`src/rtl/a429_xmit_pkg.sv`:
```
package a429_xmit_pkg;
  localparam int PAYLOAD_W = 31;
  localparam int HALF_W    = 16;
  localparam int WORD_BITS = PAYLOAD_W + 1;

  typedef enum logic [1:0] {
    SER_IDLE = 2'd0,
    SER_SEND = 2'd1,
    SER_GAP  = 2'd2
  } ser_state_t;
endpackage

```
`src/rtl/a429_half_join.sv`:
```
module a429_half_join
  import a429_xmit_pkg::*;
(
  input  logic                 clk,
  input  logic                 rst_n,
  input  logic                 hw_valid,
  output logic                 hw_ready,
  input  logic [HALF_W-1:0]    hw_data,
  input  logic                 q_full,
  output logic                 push,
  output logic [PAYLOAD_W-1:0] push_word
);
  logic              high_pending;
  logic [HALF_W-1:0] low_q;
  logic              take;

  assign hw_ready = !q_full;
  assign take     = hw_valid && hw_ready;
  assign push     = take && high_pending;

  always_ff @(posedge clk) begin
    if (!rst_n) begin
      high_pending <= 1'b0;
      low_q        <= '0;
    end else if (take) begin
      high_pending <= !high_pending;
      if (!high_pending) low_q <= hw_data;
    end
  end

  // index i of push_word is payload bit i+1
  always_comb begin
    for (int k = 0; k < 8; k++) push_word[k] = low_q[7-k];
    for (int m = 0; m < 5; m++) push_word[8+m] = low_q[11+m];
    for (int m = 0; m < 16; m++) push_word[13+m] = hw_data[m];
    push_word[29] = low_q[9];
    push_word[30] = low_q[10];
  end
endmodule

```
`src/rtl/a429_word_queue.sv`:
```
module a429_word_queue #(
  parameter int WIDTH = 31,
  parameter int DEPTH = 8
) (
  input  logic             clk,
  input  logic             rst_n,
  input  logic             push,
  input  logic [WIDTH-1:0] push_word,
  input  logic             pop,
  output logic [WIDTH-1:0] head,
  output logic             full,
  output logic             empty,
  output logic [$clog2(DEPTH+1)-1:0] level
);
  localparam int AW = (DEPTH > 1) ? $clog2(DEPTH) : 1;
  localparam int LW = $clog2(DEPTH+1);
  localparam logic [AW-1:0] LAST = AW'(DEPTH - 1);

  logic [WIDTH-1:0] slots [DEPTH];
  logic [AW-1:0]    wp, rp;
  logic             do_push, do_pop;

  assign full    = (level == LW'(DEPTH));
  assign empty   = (level == '0);
  assign do_push = push && !full;
  assign do_pop  = pop && !empty;
  assign head    = slots[rp];

  always_ff @(posedge clk) begin
    if (!rst_n) begin
      wp    <= '0;
      rp    <= '0;
      level <= '0;
    end else begin
      if (do_push) wp <= (wp == LAST) ? '0 : wp + 1'b1;
      if (do_pop)  rp <= (rp == LAST) ? '0 : rp + 1'b1;
      if (do_push && !do_pop) level <= level + 1'b1;
      else if (do_pop && !do_push) level <= level - 1'b1;
    end
  end

  always_ff @(posedge clk) begin
    if (do_push) slots[wp] <= push_word;
  end
endmodule

```
`src/rtl/a429_symbol_seq.sv`:
```
module a429_symbol_seq
  import a429_xmit_pkg::*;
#(
  parameter int FAST_DIV = 10,
  parameter int SLOW_DIV = 80,
  parameter int GAP_BITS = 4
) (
  input  logic                 clk,
  input  logic                 rst_n,
  input  logic                 tx_en,
  input  logic                 slow_sel,
  input  logic                 par_even,
  input  logic [PAYLOAD_W-1:0] head,
  input  logic                 empty,
  output logic                 pop,
  output logic                 busy,
  output logic                 line_a,
  output logic                 line_b
);
  localparam int CW = $clog2(GAP_BITS * SLOW_DIV + 1);
  localparam int BW = $clog2(WORD_BITS);

  ser_state_t           state;
  logic [WORD_BITS-1:0] shreg;
  logic [CW-1:0]        cnt, bit_end, gap_end, half;
  logic [BW-1:0]        bidx;
  logic                 slow_q, can_start, at_bit_end, at_gap_end;

  always_comb begin
    bit_end = slow_q ? CW'(SLOW_DIV - 1) : CW'(FAST_DIV - 1);
    gap_end = slow_q ? CW'(GAP_BITS * SLOW_DIV - 1) : CW'(GAP_BITS * FAST_DIV - 1);
    half    = slow_q ? CW'(SLOW_DIV / 2) : CW'(FAST_DIV / 2);
  end

  assign at_bit_end = (cnt == bit_end);
  assign at_gap_end = (cnt == gap_end);
  assign can_start  = tx_en && !empty;
  assign pop  = can_start && ((state == SER_IDLE) || (state == SER_GAP && at_gap_end));
  assign busy = (state != SER_IDLE);

  always_ff @(posedge clk) begin
    if (!rst_n) begin
      state  <= SER_IDLE;
      shreg  <= '0;
      cnt    <= '0;
      bidx   <= '0;
      slow_q <= 1'b0;
    end else if (pop) begin
      state  <= SER_SEND;
      shreg  <= {par_even ~^ (^head), head};
      cnt    <= '0;
      bidx   <= '0;
      slow_q <= slow_sel;
    end else begin
      case (state)
        SER_SEND: begin
          if (at_bit_end) begin
            cnt <= '0;
            if (bidx == BW'(WORD_BITS - 1)) state <= SER_GAP;
            else begin
              bidx  <= bidx + 1'b1;
              shreg <= shreg >> 1;
            end
          end else cnt <= cnt + 1'b1;
        end
        SER_GAP: begin
          if (at_gap_end) state <= SER_IDLE;
          else cnt <= cnt + 1'b1;
        end
        default: cnt <= '0;
      endcase
    end
  end

  assign line_a = (state == SER_SEND) && (cnt < half) && shreg[0];
  assign line_b = (state == SER_SEND) && (cnt < half) && !shreg[0];
endmodule

```
`src/rtl/a429_xmit.sv`:
```
module a429_xmit
  import a429_xmit_pkg::*;
#(
  parameter int DEPTH    = 8,
  parameter int FAST_DIV = 10,
  parameter int SLOW_DIV = 80,
  parameter int GAP_BITS = 4
) (
  input  logic        clk,
  input  logic        rst_n,
  input  logic        hw_valid,
  output logic        hw_ready,
  input  logic [15:0] hw_data,
  input  logic        tx_en,
  input  logic        par_even,
  input  logic        slow_sel,
  output logic        tx_ready,
  output logic        line_a,
  output logic        line_b
);
  localparam int LW = $clog2(DEPTH + 1);

  logic                 push, pop, q_full, q_empty, ser_busy;
  logic [PAYLOAD_W-1:0] push_word, head;
  logic [LW-1:0]        q_level;

  a429_half_join u_join (
    .clk(clk), .rst_n(rst_n), .hw_valid(hw_valid), .hw_ready(hw_ready),
    .hw_data(hw_data), .q_full(q_full), .push(push), .push_word(push_word)
  );

  a429_word_queue #(.WIDTH(PAYLOAD_W), .DEPTH(DEPTH)) u_queue (
    .clk(clk), .rst_n(rst_n), .push(push), .push_word(push_word), .pop(pop),
    .head(head), .full(q_full), .empty(q_empty), .level(q_level)
  );

  a429_symbol_seq #(.FAST_DIV(FAST_DIV), .SLOW_DIV(SLOW_DIV), .GAP_BITS(GAP_BITS)) u_seq (
    .clk(clk), .rst_n(rst_n), .tx_en(tx_en), .slow_sel(slow_sel), .par_even(par_even),
    .head(head), .empty(q_empty), .pop(pop), .busy(ser_busy),
    .line_a(line_a), .line_b(line_b)
  );

  assign tx_ready = q_empty && !ser_busy;
endmodule

```
`config.mk`:
```
export PLATFORM = sky130hd
export DESIGN_NAME = a429_xmit
export DESIGN_NICKNAME = d
export VERILOG_FILES = /design/src/rtl/a429_xmit_pkg.sv /design/src/rtl/a429_half_join.sv /design/src/rtl/a429_word_queue.sv /design/src/rtl/a429_symbol_seq.sv /design/src/rtl/a429_xmit.sv
export SDC_FILE = /design/constraint.sdc
export NUM_CORES = 1
export LEC_CHECK = 0
export BUFFER_PORTS_ARGS = -buffer_cell sky130_fd_sc_hd__buf_2
export CORE_ASPECT_RATIO = 1.2
export CORE_MARGIN = 1.5
export CORE_UTILIZATION = 56
export DETAILED_ROUTE_END_ITERATION = 10
export GPL_ROUTABILITY_DRIVEN = 0
export GPL_TIMING_DRIVEN = 1
export PLACE_DENSITY = 0.81
export RECOVER_POWER = 50
export SYNTH_ARGS = -nofsm -noshare
export SYNTH_HDL_FRONTEND = slang
export SYNTH_HIERARCHICAL = 1
export SYNTH_SLANG_ARGS = --single-unit
export TNS_END_PERCENT = 5
```
`constraint.sdc`:
```
create_clock -name clk -period 4.81 [get_ports clk]
set_input_delay 0.2405 -clock clk [delete_from_list [all_inputs] [get_ports clk]]
set_output_delay 0.2405 -clock clk [all_outputs]
set_load 0.02 [all_outputs]
```
# Word-level counts from Yosys, hierarchy flattened
# Memory sizes are Yosys's and may differ from the RTL's. A register that Yosys moved wholly into a read port is not among the register bits.
# Cells that the tools add are included.
# word_totals
reg_bits	76
output_inout_bits	4
elab_cells	98
memories	1
ram_bits	248
input_bits	22
# classes
n_mux	23
add_sub_neg	6
reduce_logical	36
order_cmp	1
n_eq_ne	16
bitwise_logic	4
# mem_list
memory	words	width	rd	rd_clocked_by_memory_dff	wr	line_no	source
u_queue.slots	8	31	1	1	1	a429_word_queue.sv:19	logic [WIDTH-1:0] slots [DEPTH];
# ops
operator	n
2-to-1 mux 32 bit	4
parity 31 bit	1
2-to-1 mux 9 bit	3
== test 9 bit	2
case mux 9 bit (2 select lines)	1
logical AND 1 bit	13
2-to-1 mux 3 bit	4
nonzero test 2 bit	5
adder 9 x 1 -> 9 bit, second input constant	1
less-than comparator 9 bit	1
inequality test 3 x 2 -> 1 bit, second input constant	3
2-to-1 mux 4 bit	2
AND reduction 4 bit	2
zero test 1 bit	7
2-to-1 mux 7 bit	1
adder 3 x 1 -> 3 bit, second input constant	2
== test 3 bit, second input constant	2
2-to-1 mux 2 bit	3
2-to-1 mux 6 bit	1
inequality test 2 x 1 -> 1 bit, second input constant	3
AND reduction 3 bit	2
adder 5 x 1 -> 5 bit, second input constant	1
== test 5 bit, second input constant	1
adder 4 x 1 -> 4 bit, second input constant	1
15 further kinds	20

# Depth between registers and ports, before layout
# depth
ltp_word	9
ltp_mapped	15
depth_no_buf	14

# Hierarchy
# The synthesis kept the hierarchy.
# by_module_without_submodules
module	cells_each	area_per_inst_um2	seq_area_each_um2	instances
a429_word_queue	434	10224.8	7707.4	1
a429_symbol_seq	295	2846.5	980.9	1
a429_half_join	88	733.2	320.3	1
a429_xmit	1	13.8	0.0	1

# Worst setup path after synthesis
# No wires, ideal clock.
# synth_timing
kind	register -> register
start	register u_queue.level[0]
end	memory u_queue.slots[0][0] (enable)
required_time_ns	4.313
path_buffers	1
path_slack_ns	-0.121
arrival_ns	4.434
synth_period_minus_slack_ns	4.931
setup_time_ns	0.497
path_stages_with_launch	8
cell_sequence	dfxtp_1 -> nor3_1 -> and2_1 -> inv_1 -> and3_2 -> a21bo_2 -> buf_6 -> nor4_1
# synth_via
elab_chain_cells	7
# synth_rtl
item	line_no	source
start, declared	a429_word_queue.sv:13	output logic [$clog2(DEPTH+1)-1:0] level
start signal, assigned	a429_word_queue.sv:37	if (do_push && !do_pop) level <= level + 1'b1;
start signal, assigned	a429_word_queue.sv:38	else if (do_pop && !do_push) level <= level - 1'b1;
== test 4 bit	a429_word_queue.sv:23	assign full = (level == LW'(DEPTH));
net q_full	a429_xmit.sv:23	logic push, pop, q_full, q_empty, ser_busy;
zero test 1 bit	a429_half_join.sv:17	assign hw_ready = !q_full;
net hw_ready	a429_xmit.sv:12	output logic hw_ready,
logical AND 1 bit	a429_half_join.sv:18	assign take = hw_valid && hw_ready;
logical AND 1 bit	a429_half_join.sv:19	assign push = take && high_pending;
net push	a429_xmit.sv:23	
logical AND 1 bit	a429_word_queue.sv:25	assign do_push = push && !full;
2-to-1 mux 1 bit	a429_word_queue.sv:43	if (do_push) slots[wp] <= push_word;
2-to-1 mux 1 bit (implied by the code)	a429_word_queue.sv:43	
end, declared	a429_word_queue.sv:19	
# The timed path passes the listed nets, and every way through them passes these cells.

# Worst setup path in the final report
# layout_timing
start	register u_seq.slow_q
end	register u_queue.level[3]
# layout_via
elab_chain_cells	9
elab_cells_between_ends	11
classes_between	1 x eq/ne; 2 x mux; 8 x reduce/logical
# layout_rtl
item	line_no	source
start, declared	a429_symbol_seq.sv:27	logic slow_q, can_start, at_bit_end, at_gap_end;
start signal, assigned	a429_symbol_seq.sv:53	slow_q <= slow_sel;
2-to-1 mux 9 bit *	a429_symbol_seq.sv:31	gap_end = slow_q ? CW'(GAP_BITS * SLOW_DIV - 1) : CW'(GAP_BITS * FAST_DIV - 1);
== test 9 bit *	a429_symbol_seq.sv:36	assign at_gap_end = (cnt == gap_end);
logical AND 1 bit *	a429_symbol_seq.sv:38	assign pop = can_start && ((state == SER_IDLE) || (state == SER_GAP && at_gap_end));
logical OR 1 bit *	a429_symbol_seq.sv:38	
logical AND 1 bit *	a429_symbol_seq.sv:38	
net pop	a429_xmit.sv:23	
logical AND 1 bit *	a429_word_queue.sv:26	assign do_pop = pop && !empty;
zero test 1 bit	a429_word_queue.sv:37	
logical AND 1 bit	a429_word_queue.sv:37	
2-to-1 mux 4 bit or nonzero test 2 bit (tied branches)	--	
# The timed path passes the listed nets; every way through them passes the cells marked *.
# A chain may end at the register's enable or synchronous reset.

==> flow_summary_export.csv <==
group,metric,value,unit
drt,drc_errors,0,
timing,max_slew_margin,-11.18,%
cells_and_area,final_area,15270,sq um
drt,vias,7059,
yosys,yosys_most_used_dff,"edfxtp_1",
timing,tightest_slew,1.668,ns
drt,firstDrtPassIters,4,
placed_design,hpwl,14740,microns
outcome,status,"complete, but fails checks",
die,row_count,62,
setup_path,worst_r2r_endpoint,"u_queue/level[3]$_SDFFE_PN0P_",
timing,period_minus_slack,3.491,ns
setup_path,arrival,3.98,ns
setup_path,path_max_fanout,17,
timing,rsz0062_at_grt,"false",
worst_hold_path,hp-class,"input pin to register",
setup_path,worstRegToRegCells,14,
timing,fin_crit_sh,72.58,%
clocking,cts_buffers,31,
yosys,synth.distinct_cells,55,
yosys,syn_area_per_cell,16.89,sq um
worst_hold_path,min_delay_worst_endpoint,"u_join/high_pending$_SDFFE_PN0P_",
placed_design,placed_area,14130,sq um
yosys,synthMuxAreaShare,16.73,%
timing,setup_viol,0,
clocking,cts_tree,"done",
timing,clock_skew,0.009555,ns
power,power_density,508.0,nW/um^2
clocking,cts_num_sinks,326,
yosys,netlist_instances,818,
global_routing,grt_max_degree,68,
clocking,cts_setup_buffers,0,
cells_and_area,syn_to_final_growth,10.49,%
setup_path,end_kind,"register",
yosys,seq_area_frac_synth,65.19,%
die,initial_core_util,57.46,%
yosys,synth_simple_gate_area_share,5.478,%
drt,drt-wirelength-per-cell,22.08,microns
worst_hold_path,hold_depth,3,
setup_path,r2r-start,"u_seq/slow_q$_SDFFE_PN0P_",
setup_path,worst-path-buf-inv,3,
yosys,synth_xor_area_share,2.409,%
timing,fmax,286.5,MHz
yosys,synthAdderAreaFrac,1.594,%
global_routing,grt_overflow,0,
global_routing,grt.total_usage,20.91,%
die,die_area,25630,sq um
die,die_w,146.4,microns
setup_path,cp-start-kind,"register",
outcome,violations,"capacitance limit, slew limit",
cells_and_area,drive_gt1_share,17.28,%
drt,ant_nets,0,
cells_and_area,n_antenna_cell,0,
run,cap_violations,1,
yosys,synth_seq_cells,326,
clocking,cts.clk_slew.worst_paths,0.07,ns
yosys,synth-compound-area-share,5.306,%
yosys,syn-num-nets,857,
global_routing,antenna_found_initial,0,
setup_path,slowest_delay,0.83,ns
die,io_pins,26,
yosys,synth_top_family_by_area,"multiplexers",
die,core,24050,sq um
setup_path,crit_slowest_cell,"a2111oi_4",
clocking,clock_latency,0.56,ns
global_routing,grt_pass1_vias,7291,
drt,via_per_inst,5.912,
clocking,cts_max_level,1,
setup_path,crit_path_start,"u_seq/slow_q$_SDFFE_PN0P_",
placed_design,port-buffer-count,25,
setup_path,cp_cell_sequence,"inv_1, ha_1, nand2_1, a2111oi_4, o21ai_4, inv_1, o41ai_4, ha_1, inv_1, ha_1, a21oi_1, a211oi_1, a31oi_1, mux2i_1",
global_routing,grt_first_pass_wirelength,40770,microns
yosys,synth_top_area_share,53.89,%
yosys,yosysTopAreaCell,"edfxtp_1",
setup_path,rrSetupSlack,1.32,ns
yosys,synth_edf_count,248,
yosys,synthArstFlopShare,0,%
timing,tns,0,ns
drt,wl,26370,microns
yosys,synthTopCellsByArea,"edfxtp_1, dfxtp_1, mux4_1",
cells_and_area,fillers,1695,
cells_and_area,final_util,63.49,%
setup_path,crit_required,5.30,ns
setup_path,path_delay_family,"compound AO/OA/AOI/OAI gates",
timing,maxSlewViolCount,32,
clocking,cts-root-buf,"clkbuf_16",
timing,hold_violations,0,
yosys,syn_area,13820,sq um
die,die_h,175.1,microns
power,ir_worst_vdd,370.7,uV
cells_and_area,nNetsFinal,888,
setup_path,worstSetupPathType,"register to register",
power,power_leakage,0.005221,uW
worst_hold_path,worst_hold_startpoint,"hw_valid",
yosys,synth_warnings,6,
drt,drt_iter0_markers,525,
clocking,cts_max_path_buffers,3,
synthesized netlist by cell type (all sizes together), types with 4 or more instances:
library cell,number
a21boi,4
inv,11
xor2,7
ha,16
mux2,31
nand2b,4
and3,4
nor3,9
buf,40
mux4,62
o21ai,19
a21oi,13
nand2,35
nand3,24
a211oi,33
clkbuf,19
or3,4
mux2i,36
xnor2,31
nor2b,7
edfxtp,248
nor2,47
dfxtp,78
and2,4
routing by layer:
metal  GRT usage [%]  wire (microns)  up-vias
li1                -               -     3267
met1           26.66           11050     3600
met2           37.28           13690      144
met3           2.428             947       48
met4           7.113             675        0
met5               0               0        -
through the flow:
stage	std cells	worst slack (ns)	total power, uW	hold WS (ns)
4_1_cts	1194	1.349	7809	0.002102
3_3_place_gp	1120	1.500	5325	0.4671
3_5_place_dp	1120	1.385	5389	0.4697
5_1_grt	1194	1.077	8084	0.08568
6_report	1194	1.319	7757	0.06514
2_1_floorplan	818	0.5428	5087	0.3709
worst max-delay path by stage:
stage / endpoint / slack (ns) / depth (start not counted)
detailed placement: u_queue/level[3]$_SDFFE_PN0P_ / 1.38 / 14
CTS: u_queue/level[3]$_SDFFE_PN0P_ / 1.35 / 14
global route: u_queue/level[3]$_SDFFE_PN0P_ / 1.08 / 14
floorplan: u_queue/slots[1][0]$_DFFE_PP_ / 0.54 / 9
finish: u_queue/level[3]$_SDFFE_PN0P_ / 1.32 / 14
global placement: u_queue/level[3]$_SDFFE_PN0P_ / 1.50 / 14
layout make-up:
class | count | area (sq um) | area share, %
inverter | 12 | 45.04 | 0.2950
clock inverter | 13 | 141.4 | 0.9260
multi-input combinational | 421 | 4415 | 28.92
sequential | 326 | 9016 | 59.05
timing repair buffer | 57 | 371.6 | 2.434
tap | 320 | 400.4 | 2.622
clock buffer | 45 | 878.3 | 5.753
where the power goes:
group,total (uW),internal [uW],switching (uW)
combinational,1780,870,908
sequential,3570,3290,280
clock,2410,1420,985
total,7760,5580,2170
tightest hold or removal path: stages:
cell and delay [ns]:
buf_2 0.10, a21boi_0 0.08, o21a_1 0.16
state kept, by name, summed over array words and instances (netlist names), named ones only:
register             cells
u_queue/slots          248
u_join/low_q            15
u_join/high_pending      1
u_queue/rp               3
u_seq/bidx               5
u_seq/state              2
u_queue/level            4
u_seq/slow_q             1
u_seq/cnt                9
u_seq/shreg             32
u_queue/wp               3
layout by cell type (no fill, tap or decap), types with 30 or more instances in the layout:
cell and count:
clkbuf_1 30, clkbuf_16 31, dfxtp_1 76, edfxtp_1 248, mux2_2 31, mux2i_1 36
mux4_1 55, nand2_1 35, nor2_1 43, xnor2_1 31
logic make-up after synthesis:
group | after synthesis
mux | 129
compound gates | 83
buf+inv | 71
fa+ha+maj | 17
flops | 326
xor+xnor | 38
simple gates | 154
what timing repair did:
| action | CTS | global route |
|---|---|---|
| hold buffers | 16 | 0 |
| endpoints found under the hold margin | 121 | 0 |
| resized for setup | 0 | 0 |
(Power assumes the default switching activity.)
